--- config.mk ---
export PLATFORM = sky130hd
export DESIGN_NAME = pixrate_selector
export DESIGN_NICKNAME = d
export VERILOG_FILES = /design/src/rtl/pixrate_pkg.sv /design/src/rtl/pixrate_ctrl.sv /design/src/rtl/pixrate_dpath.sv /design/src/rtl/pixrate_selector.sv
export SDC_FILE = /design/constraint.sdc
export NUM_CORES = 1
export LEC_CHECK = 0
export CAP_MARGIN = 20
export CORE_ASPECT_RATIO = 0.6
export CORE_UTILIZATION = 50
export DETAILED_ROUTE_END_ITERATION = 12
export PLACE_DENSITY = 0.73
export SLEW_MARGIN = 10
export SYNTH_ARGS = -nofsm -noshare
export SYNTH_HDL_FRONTEND = slang
export SYNTH_SLANG_ARGS = --single-unit
--- constraint.sdc ---
create_clock -name clk -period 6.3 [get_ports clk]
set_clock_uncertainty 0.05 [all_clocks]
set_input_delay 0.945 -clock clk [delete_from_list [all_inputs] [get_ports clk]]
set_output_delay 0.945 -clock clk [all_outputs]
set_load 0.02 [all_outputs]
--- src/rtl/pixrate_pkg.sv ---
package pixrate_pkg;

  localparam int NUM_OSC  = 3;
  localparam int NUM_DIV  = 4;
  localparam int NUM_CAND = NUM_OSC * NUM_DIV;
  localparam int IDX_W    = $clog2(NUM_CAND);
  localparam int LAST_IDX = NUM_CAND - 1;

  // strobes from control to datapath
  typedef struct packed {
    logic             start;
    logic             step;
    logic             commit;
    logic             loadDefault;
    logic [IDX_W-1:0] idx;
  } ctrlStrb_t;

  // oscillator rate times scaler, nearest kHz, halves rounded down
  function automatic int unsigned scaledRate(input int unsigned oscKhz, input logic [1:0] code);
    int unsigned num;
    int unsigned den;
    num = code[1] ? 2 : 1;
    den = code[0] ? 2 : 3;
    return (2 * oscKhz * num + den - 1) / (2 * den);
  endfunction

endpackage

--- src/rtl/pixrate_ctrl.sv ---
module pixrate_ctrl
  import pixrate_pkg::*;
(
  input  logic      clk,
  input  logic      rstN,
  input  logic      reqValid,
  input  logic      noRate,
  output ctrlStrb_t strb,
  output logic      ack
);

  typedef enum logic { ST_IDLE, ST_SCAN } state_t;

  state_t           stateQ;
  logic [IDX_W-1:0] idxQ;
  logic             ackQ;
  logic             lastStep;

  assign lastStep = (stateQ == ST_SCAN) && (idxQ == IDX_W'(LAST_IDX));

  always_comb begin
    strb.start       = (stateQ == ST_IDLE) && reqValid && !noRate;
    strb.loadDefault = (stateQ == ST_IDLE) && reqValid && noRate;
    strb.step        = (stateQ == ST_SCAN);
    strb.commit      = lastStep;
    strb.idx         = idxQ;
  end

  always_ff @(posedge clk or negedge rstN) begin
    if (!rstN) begin
      stateQ <= ST_IDLE;
      idxQ   <= '0;
      ackQ   <= 1'b0;
    end else begin
      ackQ <= strb.loadDefault || lastStep;
      case (stateQ)
        ST_IDLE: begin
          if (strb.start) begin
            stateQ <= ST_SCAN;
            idxQ   <= '0;
          end
        end
        default: begin
          if (lastStep) stateQ <= ST_IDLE;
          else          idxQ   <= idxQ + 1'b1;
        end
      endcase
    end
  end

  assign ack = ackQ;

  // mid-search requests do not disturb the walk
  assert_scan_ignores_req_R9: assert property (@(posedge clk) disable iff (!rstN)
    (stateQ == ST_SCAN && idxQ != IDX_W'(LAST_IDX))
      |=> (stateQ == ST_SCAN && idxQ == $past(idxQ) + 1'b1));

  // no answer before the walk ends
  assert_no_early_ack_R8: assert property (@(posedge clk) disable iff (!rstN)
    (stateQ == ST_SCAN && idxQ != IDX_W'(LAST_IDX)) |=> !ackQ);

endmodule

--- src/rtl/pixrate_dpath.sv ---
module pixrate_dpath
  import pixrate_pkg::*;
#(
  parameter int RATE_W   = 24,
  parameter int OSC0_KHZ = 24000,
  parameter int OSC1_KHZ = 25175,
  parameter int OSC2_KHZ = 36000
) (
  input  logic              clk,
  input  logic              rstN,
  input  ctrlStrb_t         strb,
  input  logic [RATE_W-1:0] reqRate,
  input  logic [1:0]        fallbackDiv,
  output logic [1:0]        oscSel,
  output logic [1:0]        divCode,
  output logic [RATE_W-1:0] rateKhz
);

  localparam int TAB_N = 2 ** IDX_W;

  logic [RATE_W-1:0] candTab [TAB_N];

  for (genvar g = 0; g < TAB_N; g++) begin : g_cand
    if (g < NUM_CAND) begin : g_real
      localparam int unsigned OSC_KHZ = (g / NUM_DIV == 0) ? OSC0_KHZ :
                                        (g / NUM_DIV == 1) ? OSC1_KHZ : OSC2_KHZ;
      assign candTab[g] = RATE_W'(scaledRate(OSC_KHZ, 2'(g % NUM_DIV)));
    end else begin : g_pad
      assign candTab[g] = '0;
    end
  end

  logic [RATE_W-1:0] reqQ;
  logic [IDX_W-1:0]  bestIdx;
  logic [RATE_W-1:0] bestRate;
  logic [RATE_W-1:0] bestErr;
  logic [IDX_W-1:0]  resIdx;
  logic [RATE_W-1:0] resRate;

  logic [RATE_W-1:0] candRate;
  logic [RATE_W-1:0] candErr;
  logic              candWins;
  logic [IDX_W-1:0]  winIdx;
  logic [RATE_W-1:0] winRate;
  logic [RATE_W-1:0] winErr;
  logic [IDX_W-1:0]  defIdx;

  assign candRate = candTab[strb.idx];
  assign candErr  = (reqQ >= candRate) ? (reqQ - candRate) : (candRate - reqQ);
  // strict compare keeps the earlier (lower oscillator) on a same-rate tie
  assign candWins = (candErr < bestErr) || ((candErr == bestErr) && (candRate < bestRate));
  assign winIdx   = candWins ? strb.idx : bestIdx;
  assign winRate  = candWins ? candRate : bestRate;
  assign winErr   = candWins ? candErr  : bestErr;
  assign defIdx   = IDX_W'(fallbackDiv);

  always_ff @(posedge clk or negedge rstN) begin
    if (!rstN) begin
      reqQ     <= '0;
      bestIdx  <= '0;
      bestRate <= '1;
      bestErr  <= '1;
      resIdx   <= '0;
      resRate  <= '0;
    end else begin
      if (strb.start) begin
        reqQ     <= reqRate;
        bestIdx  <= '0;
        bestRate <= '1;
        bestErr  <= '1;
      end else if (strb.step) begin
        bestIdx  <= winIdx;
        bestRate <= winRate;
        bestErr  <= winErr;
      end
      if (strb.commit) begin
        resIdx  <= winIdx;
        resRate <= winRate;
      end else if (strb.loadDefault) begin
        resIdx  <= defIdx;
        resRate <= candTab[defIdx];
      end
    end
  end

  assign oscSel  = resIdx[IDX_W-1:2];
  assign divCode = resIdx[1:0];
  assign rateKhz = resRate;

  assert_default_pick_R7: assert property (@(posedge clk) disable iff (!rstN)
    strb.loadDefault |=> (oscSel == 2'b00 && divCode == $past(fallbackDiv)));

  assert_osc_code_legal_R2: assert property (@(posedge clk) disable iff (!rstN)
    oscSel != 2'b11);

endmodule

--- src/rtl/pixrate_selector.sv ---
module pixrate_selector
  import pixrate_pkg::*;
#(
  parameter int RATE_W   = 24,
  parameter int OSC0_KHZ = 24000,
  parameter int OSC1_KHZ = 25175,
  parameter int OSC2_KHZ = 36000
) (
  input  logic              clk,
  input  logic              rstN,
  input  logic              reqValid,
  input  logic              noRate,
  input  logic [RATE_W-1:0] reqRate,
  input  logic [1:0]        fallbackDiv,
  output logic              ack,
  output logic [1:0]        oscSel,
  output logic [1:0]        divCode,
  output logic [RATE_W-1:0] rateKhz
);

  ctrlStrb_t strb;

  pixrate_ctrl u_ctrl (
    .clk      (clk),
    .rstN     (rstN),
    .reqValid (reqValid),
    .noRate   (noRate),
    .strb     (strb),
    .ack      (ack)
  );

  pixrate_dpath #(
    .RATE_W   (RATE_W),
    .OSC0_KHZ (OSC0_KHZ),
    .OSC1_KHZ (OSC1_KHZ),
    .OSC2_KHZ (OSC2_KHZ)
  ) u_dpath (
    .clk         (clk),
    .rstN        (rstN),
    .strb        (strb),
    .reqRate     (reqRate),
    .fallbackDiv (fallbackDiv),
    .oscSel      (oscSel),
    .divCode     (divCode),
    .rateKhz     (rateKhz)
  );

  // results move only together with the answer strobe
  assert_result_hold_R10: assert property (@(posedge clk) disable iff (!rstN)
    (!$stable(rateKhz) || !$stable(oscSel) || !$stable(divCode)) |-> ack);

endmodule

* After elaboration in Yosys (flattened, before gate mapping)
Memories as Yosys holds them, arrays and structs flattened. Index checks and enable logic that the tools add are counted.
Storage, ports and cells: logic and storage cells 62, output and inout port bits 29, bits in registers 110, bits in read-only memories 768, bits of input ports 30, memories 2
Operators by class: bitwise operators 3, reduce and logical (&&, ||, !) cells 13, muxes and demuxes 24, order comparisons 5, equality and inequality tests 3, $add $sub $neg 3
Memory list:
- (name not given) | words 16, width 24, rd ports 1, clocked after memory_dff 0, write ports 0, line pixrate_dpath.sv:81 | resRate <= candTab[defIdx];
- (name not given) | words 16, width 24, rd ports 1, clocked after memory_dff 0, write ports 0, line pixrate_dpath.sv:48 | assign candRate = candTab[strb.idx];
Operators by type and width (number):
- 2-to-1 mux 24 bit | 13
- < comparator 24 bit | 2
- subtractor 24 bit | 2
- 2-to-1 mux 4 bit | 8
- equality test 24 bit | 1
- greater-or-equal comparator 24 bit | 1
- greater-or-equal comparator 5 bit, second input constant | 2
- nonzero test 2 bit | 3
- logical AND 1 bit | 5
- NOT 2 -> 5 bit | 1
- NOT 4 -> 5 bit | 1
- adder 4 x 1 -> 4 bit, second input constant | 1
- equality test 4 bit, second input constant | 1
- AND reduction 2 bit | 2
- 2-to-1 mux 1 bit | 3
- logical OR 1 bit | 2
- != test 2 bit, second input constant | 1
- zero test 1 bit | 1
- NOT 1 bit | 1

* Depth between registers and ports, before layout
Gate-level depths: netlist (run 1).
depth in word-level cells 12, depth in mapped cells 29, gate-level depth less buffers 25

* By module
A second synthesis (run 1) with hierarchy kept.
Second synthesis, totals: cell total of the unflattened synthesis 898, area total of the unflattened synthesis 8328.0 µm²
Modules (own cells, without submodules):
- pixrate_dpath | times used 1, sequential area each 2662.6 µm², cells each 869, area each 8005.2 µm²
- pixrate_ctrl | times used 1, sequential area each 150.1 µm², cells each 29, area each 322.8 µm²

* Worst setup path before layout (run 1)
Ideal clock, no wire load.
path kind flip-flop to flip-flop, start point register u_ctrl.idxQ[1], end point register u_dpath.bestIdx[3], period minus slack after synthesis 5902 ps, setup time 138 ps, required time 6112 ps, cell stages (with the launch flop) 26, path buffers 4, slack 398 ps, data arrival time 5714 ps, path through dfrtp_1 -> inv_1 -> ha_1 -> mux2i_1 -> o21ai_0 -> ha_1 -> clkbuf_1 -> a21oi_1 -> nor2_1 -> or3_1 -> buf_2 -> or3_1 -> buf_6 -> mux2_4 -> a21boi_2 -> nand2_1 -> xnor2_1 -> ha_1 -> nand4_1 -> nor4_1 -> and3_1 -> nand2_1 -> o311ai_1 -> buf_2 -> mux2i_1 -> o22ai_1
Between the ends: cells in the longest elaborated chain, start to end 12, elaborated cells on any way between the ends 16, those cells by class add/sub: 2; order compare: 3; eq/ne: 1; mux: 6; bitwise: 1; reduce/logical: 2; memory: 1
RTL lines:
- from (decl) | line pixrate_ctrl.sv:15 | logic [IDX_W-1:0] idxQ;
- from (signal assigned) | line pixrate_ctrl.sv:45 | else idxQ <= idxQ + 1'b1;
- NOT 4 -> 5 bit (not written as such) (*) | line pixrate_dpath.sv:48
- memory (16 x 24 bit) (*)
- 2-to-1 mux 24 bit (not written as such) (*) (2 in series) | line pixrate_dpath.sv:48
- branches (longest 4 deep; another with subtractor 24 bit)
- logical OR 1 bit (*) | line pixrate_dpath.sv:51 | assign candWins = (candErr < bestErr) || ((candErr == bestErr) && (candRate < bestRate));
- 2-to-1 mux 4 bit (*) | line pixrate_dpath.sv:52 | assign winIdx = candWins ? strb.idx : bestIdx;
- 2-to-1 mux 4 bit (*) | line pixrate_dpath.sv:71 | end else if (strb.step) begin
- 2-to-1 mux 4 bit (*) | line pixrate_dpath.sv:66 | if (strb.start) begin
- to (signal assigned) | line pixrate_dpath.sv:72 | bestIdx <= winIdx;
- to (decl) | line pixrate_dpath.sv:34 | logic [IDX_W-1:0] bestIdx;
Mark *: on every way between the ends. The select of a mux whose other input is x is not followed. A chain may end at the register's enable or synchronous reset.

* Final worst setup path (run 1)
start point register u_ctrl.idxQ[1], end point register u_dpath.resRate[16], in the netlist u_dpath.rateKhz[16]
Between the ends: cells in the longest elaborated chain, start to end 11, elaborated cells on any way between the ends 18, those cells by class add/sub: 2; order compare: 3; eq/ne: 2; mux: 5; bitwise: 1; reduce/logical: 4; memory: 1
RTL lines:
- branches (longest 11 deep; another with memory (16 x 24 bit))
- to (signal assigned) | line pixrate_dpath.sv:78 | resRate <= winRate;
- to (signal assigned) | line pixrate_dpath.sv:81
- to (decl) | line pixrate_dpath.sv:38 | logic [RATE_W-1:0] resRate;
Several ways; the timed one is not identified. The select of a mux whose other input is x is not followed.

==> flow_summary.ini, run 1 <==
[clock_network]
cts-hold-fix-buffers = 0
numCtsBuffers = 9
cts_tree = done
cts_max_path_buffers = 2
path_clk_slew_ns = 0.09
clkSinkCount = 110
insertion_delay_ns = 0.37
htree_levels = 3
cts_root_buf = clkbuf_16

[logic_synthesis]
syn_nets = 1018
yosys_warnings = 0
synth_area_leader_cell = dfrtp_1
syn-cell-area_um2 = 7874
synth_enable_flop_cells = 0
synth_top_area_share_pct = 19.70
syn_avg_cell_area_um2 = 8.729
syn_inst = 902
synth_flop_cell = dfrtp_1
synth.distinct_cells = 71
netlist_top_cells_area = dfrtp_1 (20%), dfstp_2 (16%), ha_1 (13%)
ys_ff_latch = 110
seq_area_frac_synth_pct = 35.72
synth-async-reset-ratio_pct = 100.0

[run]
maxCapViolations = 0

[worst_setup_path]
slowest_delay_ns = 0.40
arrival_ns = 6.27
crit_fanout = 9
critPathSlowestCell = ha_2
r2r_cells = 29
endpoint_kind = flip-flop
cp-start-kind = flip-flop
critical_path_class = reg -> reg
crit_top_cell = buf_4
cp.required_ns = 6.52
critical_path.top_delay_family = compound AO/OA/AOI/OAI gates
crit_cells = 29
cp_num_buf_inv = 9

[floorplan]
die_h_um = 99.21
die-area_um2 = 16270
die_w_um = 164.0
start_util_pct = 51.23
num_rows = 35
core_um2 = 15370
ios = 59

[timing]
max_freq_ghz = 0.1652
finalCritPeriodShare_pct = 96.07
relSlewSlack_pct = 35.31
slew_violations = 0
period_minus_slack_ns = 6.052
layout_setup_ws_ns = 0.2477
finalHoldViolCount = 0
finalSetupViolCount = 0
tightest_slew_ns = 0.9692
hold_slack_ns = 0.4431

[routing]
drc = 0
drt_iter0_drc = 551
avgViaCountPerCell = 5.877
wl_um = 21330
vias = 6958
ant_nets = 0
routedWlPerCell_um = 18.01
dr.pass1.iters = 5

[grt]
grt.total_usage_pct = 27.22
grt_max_degree = 68
grt_pass1_wl_um = 34350
overflow = 0
antenna_found_initial = 0
grt_pass1_vias = 6457

[place]
portBuffers = 58
place_ws_ns = -0.2278
dp_hpwl_um = 14870
gp_congestion = 0.9362
place_inst = 1154

[cells_and_area]
drive_gt1_share_pct = 17.13
nNetsFinal = 1092
area_growth_pct = 19.58
final_util_pct = 61.25
diodes = 0
final_cells = 1184

[min_path]
whs_path_depth = 2
hold_path_class = reg -> reg

[outcome]
outcome = finished clean
[through the flow]
step | area (um2) | TNS [ns]
2_1_floorplan | 7874 | 0
3_3_place_gp | 8820 | -0.3242
3_5_place_dp | 8820 | -3.976
4_1_cts | 9199 | 0
5_1_grt | 9415 | -0.7069
6_report | 9415 | 0
[worst paths after layout]
check,startpoint,to,slack [ns]
setup / recovery,u_ctrl.idxQ[1],u_dpath.rateKhz[16],0.25
min in group asynchronous,rstN,u_dpath.rateKhz[1],0.53
hold reg to reg,u_dpath.bestErr[2],u_dpath.bestErr[2],0.44
setup reg to reg,u_ctrl.idxQ[1],u_dpath.rateKhz[16],0.25
hold / removal,u_dpath.bestErr[2],u_dpath.bestErr[2],0.44
max in group asynchronous,rstN,u_dpath.reqQ[16],4.41
[flip-flops by register name, indices dropped and copies added (netlist names)]
name              flops
u_ctrl.ack            1
u_dpath.bestRate     24
u_dpath.bestIdx       4
u_ctrl.idxQ           4
u_dpath.reqQ         24
u_ctrl.stateQ         1
u_dpath.resIdx        4
u_dpath.rateKhz      24
u_dpath.bestErr      24
[cell usage in the layout, fill, tap and decap left out, types with 5 or more instances in the layout]
master / synthesis / routed
nand2_1: 114 / 113
o21ai_0: 98 / 97
inv_1: 83 / 82
ha_1: 84 / 78
dfrtp_1: 62 / 62
clkdlybuf4s50_1: 0 / 57
nor2_1: 52 / 50
dfstp_2: 48 / 48
buf_4: 1 / 46
a21oi_1: 33 / 32
mux2i_1: 29 / 27
nand3_1: 25 / 25
a21o_1: 16 / 16
nand4_1: 14 / 14
a31oi_1: 14 / 14
o211ai_1: 13 / 13
xnor2_1: 11 / 11
xor2_1: 11 / 11
clkbuf_16: 0 / 10
o21a_1: 9 / 9
a22o_1: 9 / 9
mux2_2: 9 / 9
nand2b_1: 8 / 8
and3_1: 9 / 7
nor3_1: 8 / 7
and2_1: 6 / 6
or4_1: 6 / 6
o22ai_1: 6 / 6
o21ai_1: 4 / 5
nor2_4: 0 / 5
ha_2: 0 / 5
[cells in the mapped netlist, types with 3 or more instances]
library cell and instances:
a211oi_1 5, o32ai_1 3, ha_1 84, a21oi_1 33, inv_1 83, dfrtp_1 62
and2_1 6, buf_2 5, xor2_1 11, or3_1 4, clkbuf_1 39, o22ai_1 6
nand4_1 14, and3_1 9, o21a_1 9, o211ai_1 13, a31oi_1 14, nand2b_1 8
mux2_2 9, xnor2_1 11, nor3_1 8, nand3_1 25, dfstp_2 48, and4_1 5
a22o_1 9, o21ai_0 98, mux2i_1 29, or4_1 6, a21o_1 16, nand2_1 114
a31o_2 3, a2111oi_0 3, or2_2 3, nor2_1 52, o21ai_1 4, nor4_1 5
[metal layers]
| layer | vias to the layer above | track usage (%) | share of wire, % |
|---|---|---|---|
| met4 | 0 | 6.624 | 1.4 |
| li1 | 3324 | - | - |
| met5 | - | 0 | 0 |
| met3 | 25 | 5.213 | 6.7 |
| met2 | 252 | 37.78 | 40 |
| met1 | 3357 | 42.65 | 52 |
[tightest hold or removal path, stage by stage (launching register included)]
cell,delay [ns]
dfstp_2,0.37
inv_1,0.06
a31oi_1,0.07
[kinds of logic (layout without fill, tap and decap cells)]
| kind of cell | Yosys count | count (layout) | share of synthesized area (%) |
|---|---|---|---|
| xor+xnor | 22 | 22 | 2.447 |
| compound gates | 244 | 244 | 19.82 |
| flops | 110 | 110 | 35.72 |
| fa+ha+maj | 86 | 86 | 13.86 |
| mux | 40 | 40 | 5.307 |
| buf+inv | 131 | 207 | 6.563 |
| simple gates | 269 | 272 | 16.29 |
[area by class of cell]
class	instances	area, um2
fill	1333	5956
multi-input combinational	664	4706
sequential	110	2813
timing repair buffer	108	1012
inverter	83	311.5
tap	203	254.0
clock buffer	9	225.2
clock inverter	7	93.84
[what timing repair did]
| action | in CTS | in global routing |
|---|---|---|
| pin swaps | 2 | 9 |
| setup endpoints to repair | 33 | 80 |
| resized for setup | 4 | 31 |
| endpoints found under the hold margin | 0 | 0 |
| cloned | 3 | 1 |
| setup buffers | 2 | 8 |
Power of run 1 is not shown: default switching activity piles up to over one toggle a cycle in this logic, so the estimate is an artifact.
==> run 2, diff against run 1 <==
--- a/config.mk
+++ b/config.mk
@@ -11,3 +11,3 @@
 export DETAILED_ROUTE_END_ITERATION = 12
-export PLACE_DENSITY = 0.73
+export PLACE_DENSITY = 0.72
 export SLEW_MARGIN = 10
@@ -15,2 +15,3 @@
 export SYNTH_HDL_FRONTEND = slang
+export SYNTH_HIERARCHICAL = 1
 export SYNTH_SLANG_ARGS = --single-unit
==> constraint.sdc (replaced) <==
create_clock -name clk -period 6.3 [get_ports clk]
set_clock_uncertainty 0.05 [all_clocks]
set_input_delay 0.63 -clock clk [delete_from_list [all_inputs] [get_ports clk]]
set_output_delay 0.63 -clock clk [all_outputs]
set_load 0.02 [all_outputs]
==> flow_summary.ini, run 2 <==
[floorplan]
ios = 59
die_h_um = 102.0
start_util_pct = 51.22
die_w_um = 168.6
die-area_um2 = 17190
num_rows = 36
core_um2 = 16260

[min_path]
hold_path_class = in -> async

[worst_setup_path]
crit_fanout = 18
cp_num_buf_inv = 6
critical_path_class = reg -> reg
slowest_delay_ns = 0.66
crit_top_cell = buf_4
arrival_ns = 6.30
cp-start-kind = flip-flop
critPathSlowestCell = o211ai_1
cp.required_ns = 6.50
critical_path.top_delay_family = compound AO/OA/AOI/OAI gates
endpoint_kind = flip-flop

[routing]
drt_iter0_drc = 795
ant_nets = 0
dr.pass1.iters = 5
drc = 0
wl_um = 22460
avgViaCountPerCell = 5.855
vias = 7008
routedWlPerCell_um = 18.76

[logic_synthesis]
synth.distinct_cells = 97
seq_area_frac_synth_pct = 33.77
synth_top_area_share_pct = 18.63
syn-cell-area_um2 = 8328
syn_inst = 898
yosys_warnings = 6
synth_flop_cell = dfrtp_1
ys_ff_latch = 110
synth_enable_flop_cells = 0
synth_common_cells = inv_1 (93), ha_1 (84), o21ai_0 (67), dfrtp_1 (62), nand2_1 (62)
synth_area_leader_cell = dfrtp_1
synth-async-reset-ratio_pct = 100.0
netlist_top_cells_area = dfrtp_1 (19%), dfstp_2 (15%), ha_1 (13%)
syn_nets = 1014
yosysMostFrequentCell = inv_1
syn_avg_cell_area_um2 = 9.274

[timing]
slew_violations = 0
relSlewSlack_pct = 28.82
period_minus_slack_ns = 6.100
finalCritPeriodShare_pct = 96.82
finalHoldViolCount = 0
hold_slack_ns = 0.3406
finalSetupViolCount = 0
setup_tns_ns = 0
tightest_slew_ns = 1.063
max_freq_ghz = 0.1639

[place]
gp_congestion = 0.9519
place_inst = 1179
portBuffers = 58
dp_hpwl_um = 16810

[grt]
antenna_found_initial = 0
grt_max_degree = 69
grt_pass1_vias = 6539
grt_pass1_wl_um = 35750
overflow = 0
grt.total_usage_pct = 27.04

[cells_and_area]
seq_area_um2 = 2814
nNetsFinal = 1080
layout_commonest_cell = inv_1
layout_common_cells = inv_1 (92), ha_1 (83), o21ai_0 (65)
diodes = 0
final_util_pct = 59.46
nFillCells = 1430
multi_input_area_um2 = 4861
area_growth_pct = 16.09
drive_gt1_share_pct = 18.99
final_cells = 1197

[clock_network]
path_clk_slew_ns = 0.08
cts_max_path_buffers = 2
numCtsBuffers = 9
cts_root_buf = clkbuf_16
htree_levels = 3
cts_tree = done
clkSinkCount = 110
insertion_delay_ns = 0.36
cts-hold-fix-buffers = 0

[outcome]
outcome = finished clean

[run]
maxCapViolations = 0
[run 2: logic make-up after synthesis]
| logic type | synth area share, % |
|---|---|
| AO/OA/AOI/OAI | 23.23 |
| XOR/XNOR | 2.179 |
| adder cells (fa/ha/maj) | 13.22 |
| buffers and inverters | 8.669 |
| flip-flops | 33.77 |
| multiplexers | 5.634 |
| AND/OR/NAND/NOR | 13.30 |
[run 2: worst paths after layout]
check                           slack (ns)             endpoint  depth (start not counted)                start
worst max-delay path                  0.20   u_dpath/rateKhz[4]                         25       u_ctrl/idxQ[0]
worst min-delay path                  0.34     u_dpath/reqQ[17]                          1                 rstN
worst max register to register        0.20   u_dpath/rateKhz[4]                         25       u_ctrl/idxQ[0]
worst min register to register        0.44  u_dpath/rateKhz[19]                          1  u_dpath/rateKhz[19]
max in group asynchronous             4.72       u_ctrl/idxQ[3]                          2                 rstN
min in group clk                      0.44  u_dpath/rateKhz[19]                          1  u_dpath/rateKhz[19]
[run 2: timing repair]
item,in CTS,in global routing
setup endpoints to repair,0,71
buffers inserted,0,2
resized for setup,0,14
[run 2: final cells by class]
class | instances | area share, %
multi-input cells | 633 | 50.28
flip-flops and latches | 110 | 29.11
repair buffers | 117 | 10.99
inverters | 93 | 3.611
well taps | 228 | 2.951
clock buffers | 10 | 2.368
clock inverters | 6 | 0.6988
[run 2: per-layer routing]
layer  vias up  wire length, um  track usage (%)
met2       255             8905            37.60
met3        19             1751            6.197
met4         0              193            5.874
li1       3368                -                -
met1      3366            11610            41.94
met5         -                0                0
[run 2: stage by stage]
step	instance area (um2)	worst slack, ns
final	9668	0.2004
after detailed placement	9300	0.1268
after global placement	9300	0.1657
after global routing	9668	-0.05026
after floorplan	8328	0.5900
after CTS	9597	0.1020
Power of run 2 is left out for the same reason.
